===== config.mk =====
export PLATFORM = sky130hd
export DESIGN_NAME = swi_ctl_top
export DESIGN_NICKNAME = d
export VERILOG_FILES = /design/src/rtl/swi_ctl_pkg.sv /design/src/rtl/swi_req_merge.sv /design/src/rtl/swi_flag_reg.sv /design/src/rtl/swi_ctl_top.sv
export SDC_FILE = /design/constraint.sdc
export NUM_CORES = 1
export LEC_CHECK = 0
export BUFFER_PORTS_ARGS = -buffer_cell sky130_fd_sc_hd__buf_2
export CELL_PAD_IN_SITES_DETAIL_PLACEMENT = 0
export CELL_PAD_IN_SITES_GLOBAL_PLACEMENT = 1
export CORE_AREA = 2 2 39 41
export CTS_BUF_LIST = sky130_fd_sc_hd__clkbuf_8
export DETAILED_ROUTE_END_ITERATION = 16
export DIE_AREA = 0 0 41 43
export PLACE_DENSITY_LB_ADDON = 0.15
export SYNTH_ARGS = -nofsm -noshare
export SYNTH_HDL_FRONTEND = slang
export SYNTH_SLANG_ARGS = --single-unit
export TNS_END_PERCENT = 100

===== constraint.sdc =====
create_clock -name clk_i -period 1.4 [get_ports clk_i]
set_clock_uncertainty 0.2 [all_clocks]
set_input_delay 0.14 -clock clk_i [delete_from_list [all_inputs] [get_ports clk_i]]
set_output_delay 0.14 -clock clk_i [all_outputs]
set_load 0.02 [all_outputs]

===== src/rtl/swi_ctl_pkg.sv =====
package swi_ctl_pkg;
    localparam int unsigned DEF_CORES = 2;

    // Combined request produced by the merge stage.
    typedef struct packed {
        logic any_write;
    } merge_info_t;
endpackage


===== src/rtl/swi_req_merge.sv =====
module swi_req_merge #(
    parameter int unsigned NCORE = swi_ctl_pkg::DEF_CORES,
    localparam int unsigned MW   = NCORE * NCORE
) (
    input  logic [NCORE-1:0] wr_en_i,
    input  logic [MW-1:0]    set_mask_i,
    input  logic [MW-1:0]    clr_mask_i,
    output logic [NCORE-1:0] set_req_o,
    output logic [NCORE-1:0] clr_req_o,
    output logic             any_write_o
);
    logic [NCORE-1:0] set_gated [NCORE];
    logic [NCORE-1:0] clr_gated [NCORE];

    // Each port contributes its masks only while its enable is high.
    for (genvar c = 0; c < NCORE; c++) begin : g_port
        assign set_gated[c] = wr_en_i[c] ? set_mask_i[c*NCORE +: NCORE] : '0;
        assign clr_gated[c] = wr_en_i[c] ? clr_mask_i[c*NCORE +: NCORE] : '0;
    end

    always_comb begin
        set_req_o = '0;
        clr_req_o = '0;
        for (int c = 0; c < NCORE; c++) begin
            set_req_o = set_req_o | set_gated[c];
            clr_req_o = clr_req_o | clr_gated[c];
        end
        any_write_o = |wr_en_i;
    end
endmodule


===== src/rtl/swi_flag_reg.sv =====
module swi_flag_reg #(
    parameter int unsigned NCORE = swi_ctl_pkg::DEF_CORES
) (
    input  logic             clk_i,
    input  logic             rst_ni,
    input  logic [NCORE-1:0] set_req_i,
    input  logic [NCORE-1:0] clr_req_i,
    output logic [NCORE-1:0] flags_o
);
    typedef struct packed {
        logic [NCORE-1:0] flags;
    } state_t;

    state_t state_d, state_q;

    always_comb begin
        state_d = state_q;
        // Clear first, then set, so a set wins on the same bit.
        state_d.flags = (state_q.flags & ~clr_req_i) | set_req_i;
    end

    always_ff @(posedge clk_i or negedge rst_ni) begin
        if (!rst_ni) begin
            state_q <= '0;
        end else begin
            state_q <= state_d;
        end
    end

    assign flags_o = state_q.flags;
endmodule


===== src/rtl/swi_ctl_top.sv =====
module swi_ctl_top #(
    parameter int unsigned NCORE = swi_ctl_pkg::DEF_CORES,
    localparam int unsigned MW   = NCORE * NCORE
) (
    input  logic             clk_i,
    input  logic             rst_ni,
    input  logic [NCORE-1:0] wr_en_i,
    input  logic [MW-1:0]    set_mask_i,
    input  logic [MW-1:0]    clr_mask_i,
    output logic [NCORE-1:0] irq_o,
    output logic [NCORE-1:0] flags_rd_o
);
    logic [NCORE-1:0] set_req;
    logic [NCORE-1:0] clr_req;
    logic             any_write;
    logic [NCORE-1:0] flags;

    swi_req_merge #(.NCORE(NCORE)) i_merge (
        .wr_en_i     (wr_en_i),
        .set_mask_i  (set_mask_i),
        .clr_mask_i  (clr_mask_i),
        .set_req_o   (set_req),
        .clr_req_o   (clr_req),
        .any_write_o (any_write)
    );

    swi_flag_reg #(.NCORE(NCORE)) i_flags (
        .clk_i     (clk_i),
        .rst_ni    (rst_ni),
        .set_req_i (set_req),
        .clr_req_i (clr_req),
        .flags_o   (flags)
    );

    assign irq_o      = flags;
    assign flags_rd_o = flags;

    // With no port enabled, the flags must hold.
    p_idle_hold_r4: assert property (@(posedge clk_i) disable iff (!rst_ni)
        !any_write |=> $stable(flags_rd_o));

    for (genvar c = 0; c < NCORE; c++) begin : g_chk_port
        for (genvar k = 0; k < NCORE; k++) begin : g_chk_bit
            p_set_takes_r2: assert property (@(posedge clk_i) disable iff (!rst_ni)
                (wr_en_i[c] && set_mask_i[c*NCORE+k]) |=> flags_rd_o[k]);
            p_clear_takes_r3: assert property (@(posedge clk_i) disable iff (!rst_ni)
                (wr_en_i[c] && clr_mask_i[c*NCORE+k] && !set_req[k]) |=> !flags_rd_o[k]);
        end
    end

    for (genvar k = 0; k < NCORE; k++) begin : g_chk_flag
        p_set_over_clr_r6: assert property (@(posedge clk_i) disable iff (!rst_ni)
            (set_req[k] && clr_req[k]) |=> irq_o[k]);
    end
endmodule


; Yosys cells after proc, flatten, opt, wreduce, memory -nomap -nowiden
; Index checks and enable logic that the tools add are counted.
[word_totals]
register_bits = 2
elab_cells = 10
input_bits = 12
out_inout_bits = 4
[classes]
bitwise_logic = 5
muxes = 4
[op_table]
columns = cell, count
row1 = $mux W2, 4
row2 = $or A2 B2 Y2, 3
row3 = $and A2 B2 Y2, 1
row4 = $not A2 Y2, 1

; Depth between registers and ports, before layout
; Gate-level depths: netlist of the first run.
[depth]
word_depth = 5
ltp_mapped = 2
mapped_depth_nobuf = 2

; By module
; Synthesis of the first run repeated with hierarchy kept, for this count alone.
[unflattened]
cells_unflattened = 13
hier_area_um2 = 128.9
[by_module_without_submodules]
columns = mod, area_per_inst_um2, seq_area_each_um2, cells_each, instances
row1 = swi_flag_reg, 72.6, 50.0, 6, 1
row2 = swi_req_merge, 41.3, 0.0, 5, 1
row3 = swi_ctl_top, 15.0, 0.0, 2, 1

; Least setup slack after synthesis of the first run
; OpenSTA, ideal clock, no wires.
[synth_path]
kind = reg2out
start = reg i_flags.state_q, in the netlist i_flags.flags_o[0]
end = out irq_o[0]
setup_slack_ns = 0.433
arrival_time_ns = 0.627
t_required_ns = 1.060
path_stages_with_launch = 2
path_cell_list = dfrtp_1 -> buf_4
[synth_lines]
columns = item, line_no
row1 = "start, declared", swi_flag_reg.sv:14  ; state_t state_d, state_q;
row2 = "start signal, assigned", swi_flag_reg.sv:26  ; state_q <= state_d;
row3 = "end, declared", swi_ctl_top.sv:10  ; output logic [NCORE-1:0] irq_o,
; No word-level cell between the ends.

; Worst setup path after layout of the first run
[layout_path]
start = reg i_flags.state_q, in the netlist i_flags.flags_o[0]
end = out irq_o[0]
; No word-level cell between the ends.

==> flow_summary.toml, run 1 <==
[run_status]
outcome = "complete, no violations"

[worst_setup_path]
cp_num_cells = 1
crit_chain = "buf_2"
crit_type = "reg2out"
endpoint_kind = "primary output"
arrival_ns = 0.76
max_stage_delay_ns = 0.38
cp.required_ns = 1.06
startpoint = "i_flags.flags_o[0]$_DFF_PN0_"
crit_path_top_delay_cell = "dfrtp_1"
crit_end = "irq_o[0]"
r2r.worst_path.cells = 1
critPathLaunchType = "flip-flop"
timing.rr.end = "i_flags.flags_o[0]$_DFF_PN0_"
crit_family = "flip-flops"
cp_max_fo = 3
r2r_setup_slack_ns = 0.54
rr_startpoint = "i_flags.flags_o[0]$_DFF_PN0_"
path_buf_inv = 1

[detailed_routing]
first_iter_violations = 0
routed_wl_um = 385
post-route-drc-count = 0
vias_per_cell = 3.49
num_vias = 150
drtPass1Iterations = 1
drtAntennaViolNets = 0
wl_per_cell_um = 8.95

[synthesis]
yosysTopAreaCell = "dfrtp_1"
async_reset_ff_frac = 1.00
synth_compound_area_frac = 0.422
syn_inst = 10
synth_edf_count = 0
syn_avg_cell_area_um2 = 11.3
yosys_warnings = 0
synth-seq-area-share = 0.444
syn_area_um2 = 113
ys_top_cells_by_count = "a21o_1, a22o_1, a22oi_1, buf_4, dfrtp_1"
synth_top_area_share = 0.444
synth-main-ff-cell = "dfrtp_1"
synth_top_family_by_area = "compound AO/OA/AOI/OAI gates"
synth_nets = 22
yosys_register_bits = 2
synth_simple_gate_area_share = 0
synth_adder_area_share = 0
synthTopCellsByArea = "dfrtp_1, a22o_1, a21o_1"
yosysUniqueCellTypes = 5
synth_mux_area_frac = 0
synth_xor_area_frac = 0

[clocking]
htree_levels = 1
cts_tree = "done"
cts.repair_timing.setup_buffer_count = 0
clk_pin_slew_ns = 0.03
cts_buffer_depth = 2
worstSkewPairLatency_ns = 0.21
post_cts_resize_count = 0
cts-root-buf = "clkbuf_8"
cts_sinks = 2
numCtsBuffers = 3

[sta]
fin_tns_setup_ns = 0
holdWs_ns = 0.0251
fin_crit_sh = 0.786
max_slew_margin = 0.882
finalMaxSlewViolations = 0
hold_viol = 0
min_period_ns = 1.10
worst_pin_slew_ns = 0.176
fmax_ghz = 0.909
rsz0062_at_grt = "false"
finalSetupViolations = 0

[placement]
io_buffers = 15
routabilityCongestion = 0.559

[hold_path]
hold_class = "in2reg"

[cells_and_area]
drive_gt1_frac = 0.667
syn2layout_area_growth_pct = 117
largest_reg_flops = 2
n_fill_cell = 163
antennaDiodeCount = 0
final_nets = 41

[power]
power_density_nw_per_um2 = 1480
irDropWorstVdd_v = 0.000206
p_leak_uw = 0.000130

[global_routing]
antenna_found_initial = 0
grt_pass1_vias = 152
grt_usage = 0.0591
grt_max_degree = 5
grt_pass1_wl_um = 524
grt-ovfl-total = 0

[die]
initial_utilization = 0.0814
fp.dieH_um = 43
die_w_um = 41
rows = 14
io_pins = 16
die_area_um2 = 1760
core_um2 = 1380

[run]
cap_violations = 0
[power breakdown]
group | switching [uW] | leakage, uW | internal (uW) | total, uW
logic | 32.1 | 0.0000861 | 30.4 | 62.5
registers | 4.62 | 0.0000219 | 64.8 | 69.4
clock network | 46.7 | 0.0000216 | 182 | 229
total | 83.4 | 0.000130 | 277 | 361
[cell families (layout without fill, tap and decap cells)]
family	count (synthesis)	after routing
AOI/OAI and AO/OA	6	6
DFF	2	2
buffers and inverters	2	19
[layer usage]
metal / track usage / vias up / part of all wire
met5: 0 / - / 0
met4: 0.140 / 0 / 0.094
met3: 0.0157 / 4 / 0.060
met2: 0.0781 / 7 / 0.58
met1: 0.0319 / 67 / 0.26
li1: - / 72 / -
[layout make-up]
class / count / area, um2 / area share
multi-input cells: 6 / 47.5 / 0.195
repair buffers: 16 / 85.1 / 0.349
well taps: 16 / 20.0 / 0.0821
flip-flops and latches: 2 / 50.0 / 0.205
clock buffers: 3 / 41.3 / 0.169
[worst min-delay path by stage]
stage	from	to	slack (ns)	cells after the start
global route	set_mask_i[3]	i_flags.flags_o[1]$_DFF_PN0_	0.04	3
detailed placement	rst_ni	i_flags.flags_o[0]$_DFF_PN0_	-0.27	1
CTS	set_mask_i[3]	i_flags.flags_o[1]$_DFF_PN0_	0.03	3
finish	set_mask_i[3]	i_flags.flags_o[1]$_DFF_PN0_	0.03	3
global placement	rst_ni	i_flags.flags_o[0]$_DFF_PN0_	-0.27	1
floorplan	rst_ni	i_flags.flags_o[0]$_DFF_PN0_	-0.36	0
[through the flow]
step | worst slack [ns] | instances | utilization | total power, uW | area (um2)
detailed placement | 0.460 | 39 | 0.139 | 132 | 193
global route | 0.276 | 43 | 0.176 | 380 | 244
floorplan | 0.433 | 10 | - | 108 | 113
CTS | 0.292 | 43 | 0.176 | 369 | 244
finish | 0.300 | 43 | 0.176 | 361 | 244
global placement | 0.456 | 39 | 0.139 | 132 | 193
[cell usage in the layout (no fill, tap or decap)]
cell            n
dlygate4sd3_1   1
dfrtp_1         2
clkbuf_8        3
a22oi_1         2
buf_2          15
a21o_1          2
a22o_1          2
[what timing repair did]
action | CTS | global route
hold endpoints to repair | 2 | 0
endpoints found under the setup margin | 0 | 0
hold buffers | 1 | 0
Power figures use the tool's default switching activity.
==> run 2, diff against run 1 <==
==> constraint.sdc (replaced) <==
create_clock -name clk_i -period 0.9 [get_ports clk_i]
set_clock_uncertainty 0.2 [all_clocks]
set_input_delay 0.09 -clock clk_i [delete_from_list [all_inputs] [get_ports clk_i]]
set_output_delay 0.09 -clock clk_i [all_outputs]
set_load 0.02 [all_outputs]
==> run 2 against run 1 <==
Compared with the run above: the flow now finishes with violations (negative hold slack, negative setup slack); cell area increased by 11%; setup slack got worse by 0.45 ns; worst hold slack got worse by 0.040 ns; critical path depth unchanged; combinational power increased by 94%; routed wire length decreased by 5.7%; count of clock-buffer cells in the layout unchanged; cell count unchanged; sequential power increased by 64%; power increased by 62%; die area unchanged; non-clock buffer count unchanged; largest cell class unchanged.
==> flow_summary.toml, run 2 (synthesis results as in run 1) <==
[cells_and_area]
mostFrequentLayoutCell = "buf_2"
largest_reg_flops = 2
antennaDiodeCount = 0
most-common-layout-cells = "buf_2, buf_6, clkbuf_8"
syn2layout_area_growth_pct = 141
final_nets = 41
fin_util = 0.196
n_fill_cell = 159
drive_gt1_frac = 0.741
stdcell_count = 43

[clocking]
cts-root-buf = "clkbuf_8"
cts_sinks = 2
numCtsBuffers = 3
worstSkewPairLatency_ns = 0.21
clk_pin_slew_ns = 0.03
cts_tree = "done"
cts_hold_buf = 1
cts_buffer_depth = 2
cts.repair_timing.setup_buffer_count = 0
htree_levels = 1

[die]
die_w_um = 41
rows = 14
initial_utilization = 0.0814
die_area_um2 = 1760
fp.dieH_um = 43
io_pins = 16
core_um2 = 1380

[worst_setup_path]
critPathLaunchType = "flip-flop"
crit_family = "flip-flops"
path_buf_inv = 1
arrival_ns = 0.76
crit_chain = "buf_6"
cp.required_ns = 0.61
crit_type = "reg2out"
crit_path_top_delay_cell = "dfrtp_2"
max_stage_delay_ns = 0.41
endpoint_kind = "primary output"
cp_max_fo = 3
r2r_setup_slack_ns = 0

[placement]
io_buffers = 15
dp_slack_ns = 0.00360
routabilityCongestion = 0.524
dp_cells = 39

[detailed_routing]
routed_wl_um = 363
drtPass1Iterations = 1
first_iter_violations = 0
num_vias = 147
post-route-drc-count = 0
drtAntennaViolNets = 0
vias_per_cell = 3.42
wl_per_cell_um = 8.44

[sta]
max_slew_margin = 0.881
hold_viol = 4
worst_pin_slew_ns = 0.178
holdWs_ns = -0.0151
rsz0062_at_grt = "true"
fin_crit_sh = 1.16
finalSetupViolations = 5
worst_slack_ns = -0.147
finalMaxSlewViolations = 0
min_period_ns = 1.05
fmax_ghz = 0.955

[global_routing]
grt_pass1_wl_um = 503
antenna_found_initial = 0
grt_usage = 0.0521
grt-ovfl-total = 0
grt_max_degree = 5
grt_pass1_vias = 148

[run_status]
outcome = "finished, violations left"
failed_checks = "negative hold slack, negative setup slack"

[power]
power_density_nw_per_um2 = 2150
p_leak_uw = 0.000138
power_uw = 583
irDropWorstVdd_v = 0.000580

[run]
cap_violations = 0

[hold_path]
hold_class = "in2reg"
-- run 2: changes by cell type in the layout (fill, tap and decap cells not counted) --
cell	delta
dfrtp_1	-2
dfrtp_2	+2
buf_6	+4
buf_2	-4
-- run 2: stage by stage --
| step | setup TNS (ns) | hold WS (ns) | cell area [um2] |
|---|---|---|---|
| 2_1_floorplan | -0.0259 | -0.406 | 115 |
| 3_3_place_gp | 0 | -0.321 | 195 |
| 3_5_place_dp | 0 | -0.322 | 195 |
| 4_1_cts | -0.614 | -0.00993 | 272 |
| 5_1_grt | -0.711 | -0.00274 | 272 |
| 6_report | -0.582 | -0.0151 | 272 |
-- run 2: final timing paths --
| kind | start | to | depth (start not counted) |
|---|---|---|---|
| min in group asynchronous | rst_ni | i_flags.flags_o[1]$_DFF_PN0_ | 2 |
| worst max-delay path | i_flags.flags_o[1]$_DFF_PN0_ | flags_rd_o[1] | 1 |
| max in group asynchronous | rst_ni | i_flags.flags_o[0]$_DFF_PN0_ | 2 |
| worst min-delay path | set_mask_i[3] | i_flags.flags_o[1]$_DFF_PN0_ | 3 |
| worst max register to register | i_flags.flags_o[0]$_DFF_PN0_ | i_flags.flags_o[0]$_DFF_PN0_ | 1 |
| worst min register to register | i_flags.flags_o[1]$_DFF_PN0_ | i_flags.flags_o[1]$_DFF_PN0_ | 1 |
-- run 2: timing repair --
action	CTS	global route
resized for setup	8	0
pin swaps	0	1
hold endpoints to repair	3	1
setup endpoints to repair	4	5
-- run 2: power by group --
part	switching, uW	total, uW	internal [uW]
clock network	66.4	349	282
registers	11.0	114	103
logic	50.2	121	70.6
total	128	583	456
-- run 2: routing by layer --
metal,up-vias,global-route usage,wire (um),share of wire
met3,0,0.0314,22,0.061
met4,0,0.0800,0,0
met1,69,0.0319,99,0.27
met2,6,0.0750,241,0.66
li1,72,-,-,-
met5,-,0,0,0
-- run 2: cell type report --
cell class,count,area [um2],area share
flip-flops and latches,2,52.6,0.194
repair buffers,16,110,0.406
multi-input cells,6,47.5,0.175
clock buffers,3,41.3,0.152
well taps,16,20.0,0.0737
==> run 3, diff against run 2 <==
--- a/config.mk
+++ b/config.mk
@@ -13,6 +13,7 @@
 export DETAILED_ROUTE_END_ITERATION = 16
 export DIE_AREA = 0 0 41 43
 export PLACE_DENSITY_LB_ADDON = 0.15
+export RECOVER_POWER = 25
 export SYNTH_ARGS = -nofsm -noshare
 export SYNTH_HDL_FRONTEND = slang
 export SYNTH_SLANG_ARGS = --single-unit
==> run 3 against run 2 <==
Compared with the run above: the flow still finishes with violations (negative hold slack, negative setup slack); non-clock buffer count is the same; first-iteration DRC count did not move; routed wire length down 0.55%; core utilization is 0.090 points lower; die area unchanged; critical path depth is the same; clock power barely moved; cell area decreased by 0.46%; worst hold slack is essentially flat; count of clock-buffer cells in the layout is the same; setup slack hardly changed; register-to-register slack is essentially flat; critical path type unchanged.
==> flow_summary.toml, run 3 (synthesis results as in run 1) <==
[cells_and_area]
drive_gt1_frac = 0.704
n_fill_cell = 160
antennaDiodeCount = 0
syn2layout_area_growth_pct = 140
mostFrequentLayoutCell = "buf_2"
largest_reg_flops = 2
fin_util = 0.195
most-common-layout-cells = "buf_2, buf_6, clkbuf_8"
final_nets = 41

[global_routing]
grt_max_degree = 5
grt_usage = 0.0521
grt_pass1_wl_um = 503
grt-ovfl-total = 0
antenna_found_initial = 0
grt_pass1_vias = 148

[sta]
rsz0062_at_grt = "true"
max_slew_margin = 0.881
hold_viol = 3
finalSetupViolations = 5
holdWs_ns = -0.0151
worst_slack_ns = -0.147
finalMaxSlewViolations = 0
fmax_ghz = 0.955
min_period_ns = 1.05
fin_crit_sh = 1.16
fin_tns_setup_ns = -0.582
worst_pin_slew_ns = 0.178

[placement]
routabilityCongestion = 0.524
io_buffers = 15
dp_slack_ns = 0.00360

[clocking]
worstSkewPairLatency_ns = 0.21
cts.repair_timing.setup_buffer_count = 0
numCtsBuffers = 3
cts-root-buf = "clkbuf_8"
cts_hold_buf = 1
clk_pin_slew_ns = 0.03
htree_levels = 1
cts_sinks = 2
cts_buffer_depth = 2
cts_tree = "done"

[power]
pwr-share-seq = 0.195
switchingPower_uw = 128
p_leak_uw = 0.000135
power_frac_comb = 0.206
p_clk_frac = 0.598
intPower_uw = 455
switching_share = 0.219
power_density_nw_per_um2 = 2160
irDropWorstVdd_v = 0.000580

[die]
fp.dieH_um = 43
die_w_um = 41
die_area_um2 = 1760
core_um2 = 1380
io_pins = 16
initial_utilization = 0.0814
rows = 14

[detailed_routing]
vias_per_cell = 3.44
num_vias = 148
drtPass1Iterations = 1
drtAntennaViolNets = 0
routed_wl_um = 361
wl_per_cell_um = 8.40
first_iter_violations = 0
post-route-drc-count = 0

[worst_setup_path]
cp.required_ns = 0.61
crit_type = "reg2out"
arrival_ns = 0.76
rr_startpoint = "i_flags.flags_o[0]$_DFF_PN0_"
r2r_setup_slack_ns = 0
max_stage_delay_ns = 0.41
cp_max_fo = 3
crit_family = "flip-flops"
crit_path_top_delay_cell = "dfrtp_2"
startpoint = "i_flags.flags_o[1]$_DFF_PN0_"
path_buf_inv = 1
critPathLaunchType = "flip-flop"
crit_chain = "buf_6"
endpoint_kind = "primary output"

[run]
cap_violations = 0

[run_status]
failed_checks = "negative hold slack, negative setup slack"
outcome = "finished, violations left"

[hold_path]
hold_class = "in2reg"
holdCritStartpoint = "set_mask_i[3]"
run 3: cell count changes in the layout (fill, tap and decap cells not counted), sizes merged:
cell and change:
buf -1, clkbuf +1
run 3: routing by layer:
layer | wire length (um) | GRT usage | part of all wire | vias up
met4 | 0 | 0.0800 | 0 | 0
met2 | 241 | 0.0750 | 0.67 | 6
li1 | - | - | - | 72
met3 | 22 | 0.0314 | 0.061 | 0
met1 | 97 | 0.0319 | 0.27 | 70
met5 | 0 | 0 | 0 | -
run 3: repair_timing:
action / in CTS / in global routing
resized for setup: 8 / 0
pin swaps: 0 / 1
setup endpoints to repair: 4 / 5
gates cloned: 0 / 0
endpoints found under the hold margin: 3 / 1
run 3: worst paths after layout:
path | end | depth (start not counted)
max in group asynchronous | i_flags.flags_o[0]$_DFF_PN0_ | 2
min in group asynchronous | i_flags.flags_o[1]$_DFF_PN0_ | 2
max reg2reg | i_flags.flags_o[0]$_DFF_PN0_ | 1
min reg2reg | i_flags.flags_o[1]$_DFF_PN0_ | 1
min | i_flags.flags_o[1]$_DFF_PN0_ | 3
max | flags_rd_o[1] | 1
run 3: cell type report:
| type | instances | area (um2) | area share |
|---|---|---|---|
| tap | 16 | 20.0 | 0.0741 |
| timing repair buffer | 16 | 109 | 0.403 |
| clock buffer | 3 | 41.3 | 0.153 |
| multi-input combinational | 6 | 47.5 | 0.176 |
| sequential | 2 | 52.6 | 0.194 |
run 3: through the flow:
step | power, uW | area [um2] | hold slack [ns] | std cells
4_1_cts | 598 | 272 | -0.00993 | 43
5_1_grt | 625 | 270 | -0.00274 | 43
3_3_place_gp | 207 | 195 | -0.321 | 39
3_5_place_dp | 207 | 195 | -0.322 | 39
2_1_floorplan | 170 | 115 | -0.406 | 10
6_report | 583 | 270 | -0.0151 | 43
run 3: worst min-delay path: stages:
cell and delay, ns:
buf_2 0.08, a22o_1 0.11, a21o_1 0.08
run 3: power groups by stage:
stage / sequential (uW) / combinational (uW) / clock (uW)
floorplan: 123 / 46.6 / 0
global placement: 110 / 97.1 / 0
detailed placement: 110 / 96.6 / 0
CTS: 114 / 123 / 361
global route: 116 / 130 / 378
finish: 114 / 120 / 349
